## config.mk

```make
export PLATFORM = sky130hd
export DESIGN_NAME = xlate_holdoff_gate
export DESIGN_NICKNAME = d
export VERILOG_FILES = /design/src/rtl/holdoff_pkg.sv /design/src/rtl/holdoff_counter.sv /design/src/rtl/holdoff_admit.sv /design/src/rtl/holdoff_change.sv /design/src/rtl/xlate_holdoff_gate.sv
export SDC_FILE = /design/constraint.sdc
export NUM_CORES = 1
export LEC_CHECK = 0
export ABC_AREA = 0
export CELL_PAD_IN_SITES_DETAIL_PLACEMENT = 1
export CELL_PAD_IN_SITES_GLOBAL_PLACEMENT = 2
export CORE_ASPECT_RATIO = 0.6
export CORE_UTILIZATION = 31
export CTS_CLUSTER_SIZE = 25
export DETAILED_ROUTE_END_ITERATION = 10
export PLACE_DENSITY_LB_ADDON = 0.1
export SETUP_SLACK_MARGIN = 0.05
export SLEW_MARGIN = 10
export SYNTH_ARGS = -nofsm -noshare
export SYNTH_HDL_FRONTEND = slang
export SYNTH_SLANG_ARGS = --single-unit
export TNS_END_PERCENT = 10
```

## constraint.sdc

```tcl
create_clock -name clk -period 5.7 [get_ports clk]
set_clock_uncertainty 0.2 [all_clocks]
set_input_delay 1.425 -clock clk [delete_from_list [all_inputs] [get_ports clk]]
set_output_delay 1.425 -clock clk [all_outputs]
set_load 0.02 [all_outputs]
```

## src/rtl/holdoff_pkg.sv

```systemverilog
package holdoff_pkg;

  // Next count value given an increment and a decrement qualifier.
  function automatic int unsigned count_step(input int unsigned cur,
                                             input logic inc,
                                             input logic dec);
    int unsigned r;
    r = cur;
    if (inc && !dec) r = cur + 1;
    if (dec && !inc) r = cur - 1;
    return r;
  endfunction

  // Largest value a counter of the given width holds.
  function automatic int unsigned count_max(input int unsigned width);
    return (1 << width) - 1;
  endfunction

endpackage

```

## src/rtl/holdoff_counter.sv

```systemverilog
module holdoff_counter #(
  parameter int CNT_W = 8
) (
  input  logic             clk,
  input  logic             rst_n,
  input  logic             inc,
  input  logic             done_req,
  output logic [CNT_W-1:0] count_q,
  output logic [CNT_W-1:0] count_nxt,
  output logic             at_max,
  output logic             dec_ok,
  output logic             err_evt,
  output logic             err_q
);
  import holdoff_pkg::*;

  localparam int unsigned MAXV = count_max(CNT_W);

  logic [CNT_W-1:0] count_d;
  int unsigned      step_v;

  assign at_max  = (32'(count_q) == MAXV);
  // A completion with an accepted start in the same cycle still balances out.
  assign dec_ok  = done_req && ((count_q != '0) || inc);
  assign err_evt = done_req && !dec_ok;

  always_comb begin
    step_v  = count_step(32'(count_q), inc, dec_ok);
    count_d = step_v[CNT_W-1:0];
  end

  assign count_nxt = count_d;

  always_ff @(posedge clk) begin
    if (!rst_n) begin
      count_q <= '0;
      err_q   <= 1'b0;
    end else begin
      count_q <= count_d;
      if (err_evt) err_q <= 1'b1;
    end
  end
endmodule

```

## src/rtl/holdoff_admit.sv

```systemverilog
module holdoff_admit (
  input  logic clk,
  input  logic rst_n,
  input  logic start_req,
  input  logic blocked,
  input  logic at_max,
  output logic start_ok,
  output logic accept_q,
  output logic reject_q
);
  logic start_nak;

  assign start_ok  = start_req && !blocked && !at_max;
  assign start_nak = start_req && !start_ok;

  always_ff @(posedge clk) begin
    if (!rst_n) begin
      accept_q <= 1'b0;
      reject_q <= 1'b0;
    end else begin
      accept_q <= start_ok;
      reject_q <= start_nak;
    end
  end
endmodule

```

## src/rtl/holdoff_change.sv

```systemverilog
module holdoff_change (
  input  logic clk,
  input  logic rst_n,
  input  logic xchg_req,
  input  logic drained_nxt,
  output logic blocked,
  output logic pend_q,
  output logic ack_q
);
  logic live;
  logic release_now;

  // A request merges into any earlier waiting one.
  assign live        = pend_q || xchg_req;
  assign blocked     = live;
  assign release_now = live && drained_nxt;

  always_ff @(posedge clk) begin
    if (!rst_n) begin
      pend_q <= 1'b0;
      ack_q  <= 1'b0;
    end else begin
      ack_q  <= release_now;
      pend_q <= live && !drained_nxt;
    end
  end
endmodule

```

## src/rtl/xlate_holdoff_gate.sv

```systemverilog
module xlate_holdoff_gate #(
  parameter int CNT_W = 8
) (
  input  logic             clk,
  input  logic             rst_n,
  input  logic             op_start_req,
  input  logic             op_done,
  input  logic             xchg_req,
  output logic             op_accept,
  output logic             op_reject,
  output logic             xchg_ack,
  output logic             change_pending,
  output logic [CNT_W-1:0] hold_count,
  output logic             underflow_err
);
  logic             blocked;
  logic             at_max;
  logic             start_ok;
  logic             dec_ok;
  logic             err_evt;
  logic [CNT_W-1:0] count_nxt;
  logic             drained_nxt;

  assign drained_nxt = (count_nxt == '0);

  holdoff_counter #(.CNT_W(CNT_W)) u_cnt (
    .clk       (clk),
    .rst_n     (rst_n),
    .inc       (start_ok),
    .done_req  (op_done),
    .count_q   (hold_count),
    .count_nxt (count_nxt),
    .at_max    (at_max),
    .dec_ok    (dec_ok),
    .err_evt   (err_evt),
    .err_q     (underflow_err)
  );

  holdoff_admit u_admit (
    .clk       (clk),
    .rst_n     (rst_n),
    .start_req (op_start_req),
    .blocked   (blocked),
    .at_max    (at_max),
    .start_ok  (start_ok),
    .accept_q  (op_accept),
    .reject_q  (op_reject)
  );

  holdoff_change u_chg (
    .clk         (clk),
    .rst_n       (rst_n),
    .xchg_req    (xchg_req),
    .drained_nxt (drained_nxt),
    .blocked     (blocked),
    .pend_q      (change_pending),
    .ack_q       (xchg_ack)
  );
endmodule

```

==> flow_summary.yaml, run 1 <==
route:
  vias: 758
  first_iter_violations: 81
  vias_per_cell: 5.45
  avgRoutedWirePerCell_um: 17.2
  drtPass1Iterations: 4
  totalWireLength_um: 2400
  drc: 0
  final_antenna_net_count: 0
logic_synthesis:
  synth_area_um2: 815
  syn_avg_cell_area_um2: 8.76
  yosys-top-cells-area: "dfxtp_1 (32%), and2_1 (4.6%), o21ai_0 (3.7%)"
  yosysWarnings: 0
  synth-seq-area-share_pct: 32.0
  syn_inst: 93
  netlist.area_leader.share_pct: 32.0
  synth.distinct_cells: 40
  yosysTopAreaCell: "dfxtp_1"
  ys_seq_elements: 13
  syn_nets: 100
sta:
  worst-slew-pin-transition_ps: 645
  fmaxAchievable_mhz: 274
  setup_violations: 0
  final_max_slew_viol_count: 0
  finalCritPeriodShare_pct: 63.9
  grt_setup_unrepaired: "no"
  fin_crit_ps: 3640
  slew_headroom_pct: 56.7
  hold_viol: 0
  timing.hold.ws_ps: 312
  tns_ps: 0
worst_setup_path:
  path_max_fanout: 8
  r2r_cells: 7
  r2r-end: "u_chg.ack_q$_SDFF_PN0_"
  r2r-start: "u_cnt.count_q[0]$_SDFF_PN0_"
  worstSetupPathType: "input port to register"
  cp-end-kind: "register"
  rrSetupSlack_ps: 2900
  critPathLaunchType: "input port"
  required_ps: 5690
  cp.arrival_ps: 3640
finish:
  layout.nets: 117
  syn_to_final_growth_pct: 26.9
  final_area_mm2: 0.00103
  fin_util_pct: 44.4
  diodes: 0
  drive_above_1_share_pct: 9.17
  instances_no_fill: 139
clock_tree:
  postCtsSetupRepairBufs: 0
  root_buffer: "clkbuf_8"
  clockBufferDepth: 2
  clock_latency_ps: 250
  tritoncts: "yes"
  cts_resized: 0
  cts_buffers: 3
  htreeDepth: 1
  cts_sinks: 13
  ctsHoldBuffers: 0
  cts.reportedPaths.clkPinSlew_ps: 60
run:
  drv_cap: 0
power:
  power.leakage_nw: 0.383
  vdd_drop_max_mv: 0.215
  powerDensity_mw_per_mm2: 608
outcome:
  outcome: "complete, no violations"
worst_hold_path:
  holdPathStages: 2
  min_from: "u_cnt.err_q$_SDFFE_PN0P_"
  min_path_type: "register to register"
  hold_end: "u_cnt.err_q$_SDFFE_PN0P_"
global_routing:
  grt_pass1_vias: 773
  antenna_found_initial: 0
  grt_max_degree: 11
  grt_overflow: 0
  grt_pass1_wl_um: 3960
  grt_usage_pct: 20.0
place:
  dp_cells: 135
  dpl.hpwl_um: 1790
  io_buffers: 17
  dpl-instance-area_um2: 987
  place_congestion: 0.850
floorplanning:
  core_area_mm2: 0.00233
  dieArea_mm2: 0.00284
  row_count: 13
  start_util_pct: 35.0
  die_h_um: 41.7
  fp.dieW_um: 68.2
  pin_count: 18
[critical path, stage by stage]
cell,delay (ps)
clkdlybuf4s50_1,480
nor3b_1,390
o21ai_1,350
o31ai_4,180
mux2i_1,160
a2111oi_2,410
and4b_1,240
[area by class of cell]
| class | count | area [um2] |
|---|---|---|
| Sequential cell | 13 | 260 |
| Inverter | 3 | 11.3 |
| Clock inverter | 1 | 5.00 |
| Timing Repair Buffer | 17 | 170 |
| Multi-Input combinational cell | 72 | 508 |
| Tap cell | 30 | 37.5 |
| Clock buffer | 3 | 41.3 |
| Fill cell | 279 | 1290 |
[cells by family after synthesis]
kind of cell / count (synthesis) / synth area share (%)
multiplexers: 3 / 3.84
buffers and inverters: 8 / 5.68
XOR/XNOR: 5 / 5.38
flip-flops: 13 / 32.0
AND/OR/NAND/NOR: 41 / 29.5
AO/OA/AOI/OAI: 21 / 20.6
adder cells (fa/ha/maj): 2 / 3.07
[layer usage]
| layer | share of wire (%) | vias to the layer above | wire length [um] | track usage (%) |
|---|---|---|---|---|
| met5 | 0 | - | 0 | 0 |
| met4 | 1.5 | 0 | 37 | 7.50 |
| met3 | 4.7 | 4 | 112 | 6.87 |
| met2 | 37 | 22 | 890 | 23.3 |
| met1 | 57 | 360 | 1360 | 31.6 |
| li1 | - | 372 | - | - |
[worst max path at each step]
stage                 start                     end  slack, ps  cells after the start
6_report       op_start_req  u_chg.ack_q$_SDFF_PN0_       2060                      7
5_1_grt             op_done  u_chg.ack_q$_SDFF_PN0_       1860                      7
4_1_cts        op_start_req  u_chg.ack_q$_SDFF_PN0_       2030                      7
3_5_place_dp   op_start_req  u_chg.ack_q$_SDFF_PN0_       1790                      7
3_3_place_gp        op_done  u_chg.ack_q$_SDFF_PN0_       1800                      7
2_1_floorplan       op_done  u_chg.ack_q$_SDFF_PN0_       2520                      6
[where the power goes]
group | leakage (nW) | switching, mW | internal (mW)
registers | 0.107 | 0.0563 | 0.123
clock network | 0.0255 | 0.0388 | 0.0484
logic | 0.251 | 0.193 | 0.169
[sequential cells by signal (all words and copies together), names as in the netlist]
register          count
u_chg.pend_q          1
u_chg.ack_q           1
u_cnt.err_q           1
u_cnt.count_q         8
u_admit.accept_q      1
u_admit.reject_q      1
[metrics by stage]
stage	total power, mW	setup slack [ps]
floorplan	0.435	2520
global placement	0.537	1800
detailed placement	0.539	1790
CTS	0.631	2030
global route	0.678	1860
finish	0.629	2060
[cell usage in the layout, fill, tap and decap left out, types with 2 or more instances in the layout]
cell	synthesis	routed
and2_1	6	6
ha_1	2	2
mux2i_1	2	2
nor2_1	8	8
and3_1	3	3
clkbuf_8	0	3
o21ai_0	6	6
or3b_2	2	2
nand4b_1	2	2
inv_1	3	3
nand2_1	5	5
clkdlybuf4s50_1	0	17
xor2_1	2	2
nand4_1	2	2
o211ai_1	3	3
xnor2_1	3	3
nor3_1	4	4
o32a_1	2	2
dfxtp_1	13	13
[cells in the mapped netlist]
master	n
nor4b_1	1
nand4b_1	2
o31ai_1	1
o21ai_1	1
nor3_1	4
xor2_1	2
buf_6	2
o2111ai_1	1
nand2_1	5
or3_1	1
o211a_1	1
nand2b_1	1
clkbuf_1	2
a2111oi_2	1
ha_1	2
nor2b_1	1
o21ai_0	6
xnor2_1	3
mux2_2	1
a21oi_1	1
o211ai_1	3
and2_1	6
a31oi_1	1
and4b_1	1
or3b_2	2
mux2i_1	2
inv_1	3
o31ai_4	1
buf_2	1
o31a_1	1
a211oi_1	1
or3_4	1
o32a_1	2
nand4_1	2
nor4_1	1
nor2_1	8
and3_1	3
nor3b_1	1
dfxtp_1	13
nand3_1	1
(Power assumes the default switching activity.)
==> run 2, diff against run 1 <==
CORE_UTILIZATION = 29   (was 31)
clock period = 3.6 ns   (was 5.7 ns; I/O delays follow)
==> run 2 against run 1 <==
Non-clock buffer count rose by 3. Utilization fell by 3.3 points. First-iteration DRC count rose by 2.5%. Count of clock-buffer cells in the layout did not move. Wire length rose by 2.6%. Die area rose by 6.6%. Flip-flop and latch count did not move. Combinational power rose by 60%. Critical path type unchanged. Largest cell class unchanged. Highest routed layer unchanged.
==> flow_summary.yaml, run 2 (synthesis results as in run 1) <==
route:
  avgRoutedWirePerCell_um: 17.1
  final_antenna_net_count: 0
  drc: 0
  first_iter_violations: 83
  vias_per_cell: 5.51
  totalWireLength_um: 2460
  vias: 793
  drtPass1Iterations: 4
power:
  powerDensity_mw_per_mm2: 944
  power_frac_comb_pct: 57.9
  swShare_pct: 45.6
  p_total_mw: 0.999
  power.leakage_nw: 0.397
  pwr-share-seq_pct: 28.2
  intPower_mw: 0.543
  p_switching_mw: 0.456
  vdd_drop_max_mv: 0.287
  pwr-share-clk_pct: 13.9
clock_tree:
  cts_buffers: 3
  tritoncts: "yes"
  cts_resized: 0
  cts.reportedPaths.clkPinSlew_ps: 70
  postCtsSetupRepairBufs: 0
  htreeDepth: 1
  ctsHoldBuffers: 0
  clockBufferDepth: 2
  clock_latency_ps: 250
  root_buffer: "clkbuf_8"
  cts_sinks: 13
floorplanning:
  fp.dieW_um: 70.4
  dieArea_mm2: 0.00303
  start_util_pct: 31.6
  die_h_um: 43.1
  pin_count: 18
  core_area_mm2: 0.00257
  row_count: 14
finish:
  layout_common_cells: "clkdlybuf4s50_1 (17), dfxtp_1 (13), nor2_1 (8), o21ai_0 (6), and2_1 (6)"
  final-seq-area_um2: 260
  diodes: 0
  drive_above_1_share_pct: 11.6
  top_register: "u_cnt.count_q"
  final_common_cell: "clkdlybuf4s50_1"
  nFillCells: 308
  layout.nets: 120
  largest_register_ffs: 8
  multi_input_area_um2: 508
  syn_to_final_growth_pct: 30.0
worst_setup_path:
  required_ps: 3600
  slowest_stage: "or3b_2"
  r2r_cells: 8
  worstPathCellList: "clkdlybuf4s50_1 -> or3b_2 -> nand4b_1 -> o32a_1 -> xnor2_1 -> a2111oi_2 -> and4b_1"
  critPathLaunchType: "input port"
  cp-end-kind: "register"
  slowest_delay_ps: 520
  path_buf_inv: 1
  cp.arrival_ps: 3080
  worstSetupPathType: "input port to register"
  path_max_fanout: 5
  path_depth: 7
  crit_family: "simple AND/OR/NAND/NOR gates"
place:
  place_congestion: 0.847
  post-place-ws_ps: 255
  dpl.hpwl_um: 1820
  io_buffers: 17
sta:
  slew_headroom_pct: 75.3
  fin_crit_ps: 3080
  hold_viol: 0
  setup_violations: 0
  finalCritPeriodShare_pct: 85.5
  tns_ps: 0
  setup_ws_ps: 523
  fmaxAchievable_mhz: 325
  final_max_slew_viol_count: 0
  grt_setup_unrepaired: "no"
  worst-slew-pin-transition_ps: 365
global_routing:
  grt_pass1_vias: 761
  antenna_found_initial: 0
  grt_overflow: 0
  grt_pass1_wl_um: 4020
  grt_usage_pct: 18.1
  grt_max_degree: 11
run:
  drv_cap: 0
worst_hold_path:
  min_path_type: "register to register"
  holdPathStages: 2
outcome:
  outcome: "complete, no violations"
[run 2: changes by cell type in the layout (fill, tap and decap cells not counted)]
| cell | delta |
|---|---|
| buf_4 | +3 |
[run 2: final timing paths]
path                                                   from                       end  slack (ps)
worst min-delay path               u_cnt.err_q$_SDFFE_PN0P_  u_cnt.err_q$_SDFFE_PN0P_         280
worst min register to register     u_cnt.err_q$_SDFFE_PN0P_  u_cnt.err_q$_SDFFE_PN0P_         280
worst max register to register  u_cnt.count_q[0]$_SDFF_PN0_    u_chg.ack_q$_SDFF_PN0_         970
worst max-delay path                           op_start_req    u_chg.ack_q$_SDFF_PN0_         520
[run 2: through the flow]
step                      cell area [um2]  hold WS [ps]  utilization [%]  std cells
final                                1060           278             41.1        144
after global routing                 1060           325             41.1        144
after CTS                            1060           289             41.1        144
after detailed placement             1010           275             39.3        140
after global placement               1010           248             39.3        140
after floorplan                       815           355                -         93
[run 2: layout make-up]
type                       count  area share [%]
timing repair buffer          20            18.2
inverter                       3            1.06
multi-input combinational     72            48.0
sequential                    13            24.6
tap                           32            3.78
clock buffer                   3            3.90
clock inverter                 1           0.473
[run 2: power groups by stage]
stage,Clock (mW),Combinational [mW],Sequential (mW)
final,0.139,0.579,0.281
after floorplan,0,0.383,0.305
after global placement,0,0.576,0.282
after detailed placement,0,0.573,0.283
after CTS,0.144,0.580,0.281
after global routing,0.150,0.633,0.292
[run 2: worst register-to-register path, cell delays in order, from the launching register on]
cell and delay (ps):
dfxtp_1 400, inv_1 90, ha_1 180, or3b_2 510, o211ai_1 260, o21ai_0 150
xor2_1 180, a2111oi_2 370, and4b_1 240
[run 2: per-layer routing]
metal	track usage (%)	part of all wire (%)	vias up
met2	25.1	42	22
met3	5.23	5.9	2
met4	4.80	0.57	0
met5	0	0	-
met1	26.6	52	389
li1	-	-	380
==> run 3, diff against run 2 <==
RECOVER_POWER = 25   (was default)
==> run 3 against run 2 <==
Worst setup slack better by 2.0 ps. Die area unchanged. Wire length up 0.61%. Critical endpoint unchanged. Clock power about the same. Fmax about the same. Critical path type unchanged.
==> flow_summary.yaml, run 3 (synthesis results as in run 1) <==
outcome:
  outcome: "complete, no violations"
global_routing:
  grt_pass1_vias: 761
  grt_pass1_wl_um: 4020
  grt_overflow: 0
  grt_max_degree: 11
  antenna_found_initial: 0
  grt_usage_pct: 18.1
finish:
  top_register: "u_cnt.count_q"
  layout_common_cells: "dfxtp_1 (13), clkdlybuf4s50_1 (12), nor2_1 (8), o21ai_0 (7), and2_1 (6)"
  drive_above_1_share_pct: 11.6
  syn_to_final_growth_pct: 30.0
  diodes: 0
  multi_input_area_um2: 508
  layout.nets: 120
  final_common_cell: "dfxtp_1"
  largest_register_ffs: 8
  nFillCells: 308
  final-seq-area_um2: 260
place:
  place_congestion: 0.847
  io_buffers: 17
  post-place-ws_ps: 255
  dpl.hpwl_um: 1820
clock_tree:
  clockBufferDepth: 2
  tritoncts: "yes"
  cts_buffers: 3
  cts_resized: 0
  htreeDepth: 1
  clock_latency_ps: 250
  postCtsSetupRepairBufs: 0
  cts.reportedPaths.clkPinSlew_ps: 70
  root_buffer: "clkbuf_8"
  cts_sinks: 13
  ctsHoldBuffers: 0
sta:
  worst-slew-pin-transition_ps: 574
  finalCritPeriodShare_pct: 85.4
  fin_crit_ps: 3070
  setup_ws_ps: 525
  slew_headroom_pct: 61.3
  grt_setup_unrepaired: "no"
  tns_ps: 0
  hold_viol: 0
  final_max_slew_viol_count: 0
  setup_violations: 0
  fmaxAchievable_mhz: 325
run:
  drv_cap: 0
route:
  first_iter_violations: 49
  drc: 0
  drtPass1Iterations: 4
  totalWireLength_um: 2470
  vias_per_cell: 5.53
  avgRoutedWirePerCell_um: 17.2
  final_antenna_net_count: 0
  vias: 797
power:
  p_total_mw: 0.994
  vdd_drop_max_mv: 0.280
  powerDensity_mw_per_mm2: 939
  power.leakage_nw: 0.410
worst_hold_path:
  min_path_type: "register to register"
  holdPathStages: 2
floorplanning:
  start_util_pct: 31.6
  dieArea_mm2: 0.00303
  row_count: 14
  pin_count: 18
  fp.dieW_um: 70.4
  die_h_um: 43.1
  core_area_mm2: 0.00257
worst_setup_path:
  path_max_fanout: 5
  rrSetupSlack_ps: 910
  cp.arrival_ps: 3070
  r2r_cells: 7
  cp-end-kind: "register"
  required_ps: 3600
  critPathLaunchType: "input port"
  worstSetupPathType: "input port to register"
[run 3: final timing paths]
check	from	end
worst max-delay path	op_start_req	u_chg.ack_q$_SDFF_PN0_
worst min-delay path	u_cnt.err_q$_SDFFE_PN0P_	u_cnt.err_q$_SDFFE_PN0P_
worst max register to register	u_cnt.count_q[0]$_SDFF_PN0_	u_chg.ack_q$_SDFF_PN0_
worst min register to register	u_cnt.err_q$_SDFFE_PN0P_	u_cnt.err_q$_SDFFE_PN0P_
[run 3: stage by stage]
stage                     hold slack, ps  cells  instance area, um2  utilization, %
after global placement               248    140                1010            39.3
final                                271    144                1060            41.1
after CTS                            289    144                1060            41.1
after floorplan                      355     93                 815               -
after global routing                 319    144                1060            41.1
after detailed placement             275    140                1010            39.3
[run 3: layer usage]
layer | share of wire, % | GRT usage, %
met5 | 0 | 0
met4 | 0.57 | 4.80
met3 | 6.9 | 5.23
met2 | 42 | 25.1
met1 | 50 | 26.6
[run 3: power by group]
part | total (mW) | switching (mW) | internal, mW
logic | 0.573 | 0.307 | 0.266
clock network | 0.140 | 0.0631 | 0.0767
registers | 0.281 | 0.0864 | 0.194
[run 3: final cells by class]
class,instances,share of cell area [%]
sequential,13,24.6
timing repair buffer,20,18.2
tap,32,3.78
inverter,3,1.06
clock buffer,3,3.90
clock inverter,1,0.473
multi-input combinational,72,48.0
[run 3: critical path: stages]
cell and delay (ps):
clkdlybuf4s50_1 480, or3b_2 510, nand4b_1 220, o32a_1 190, xnor2_1 100, a2111oi_2 430
and4b_1 240
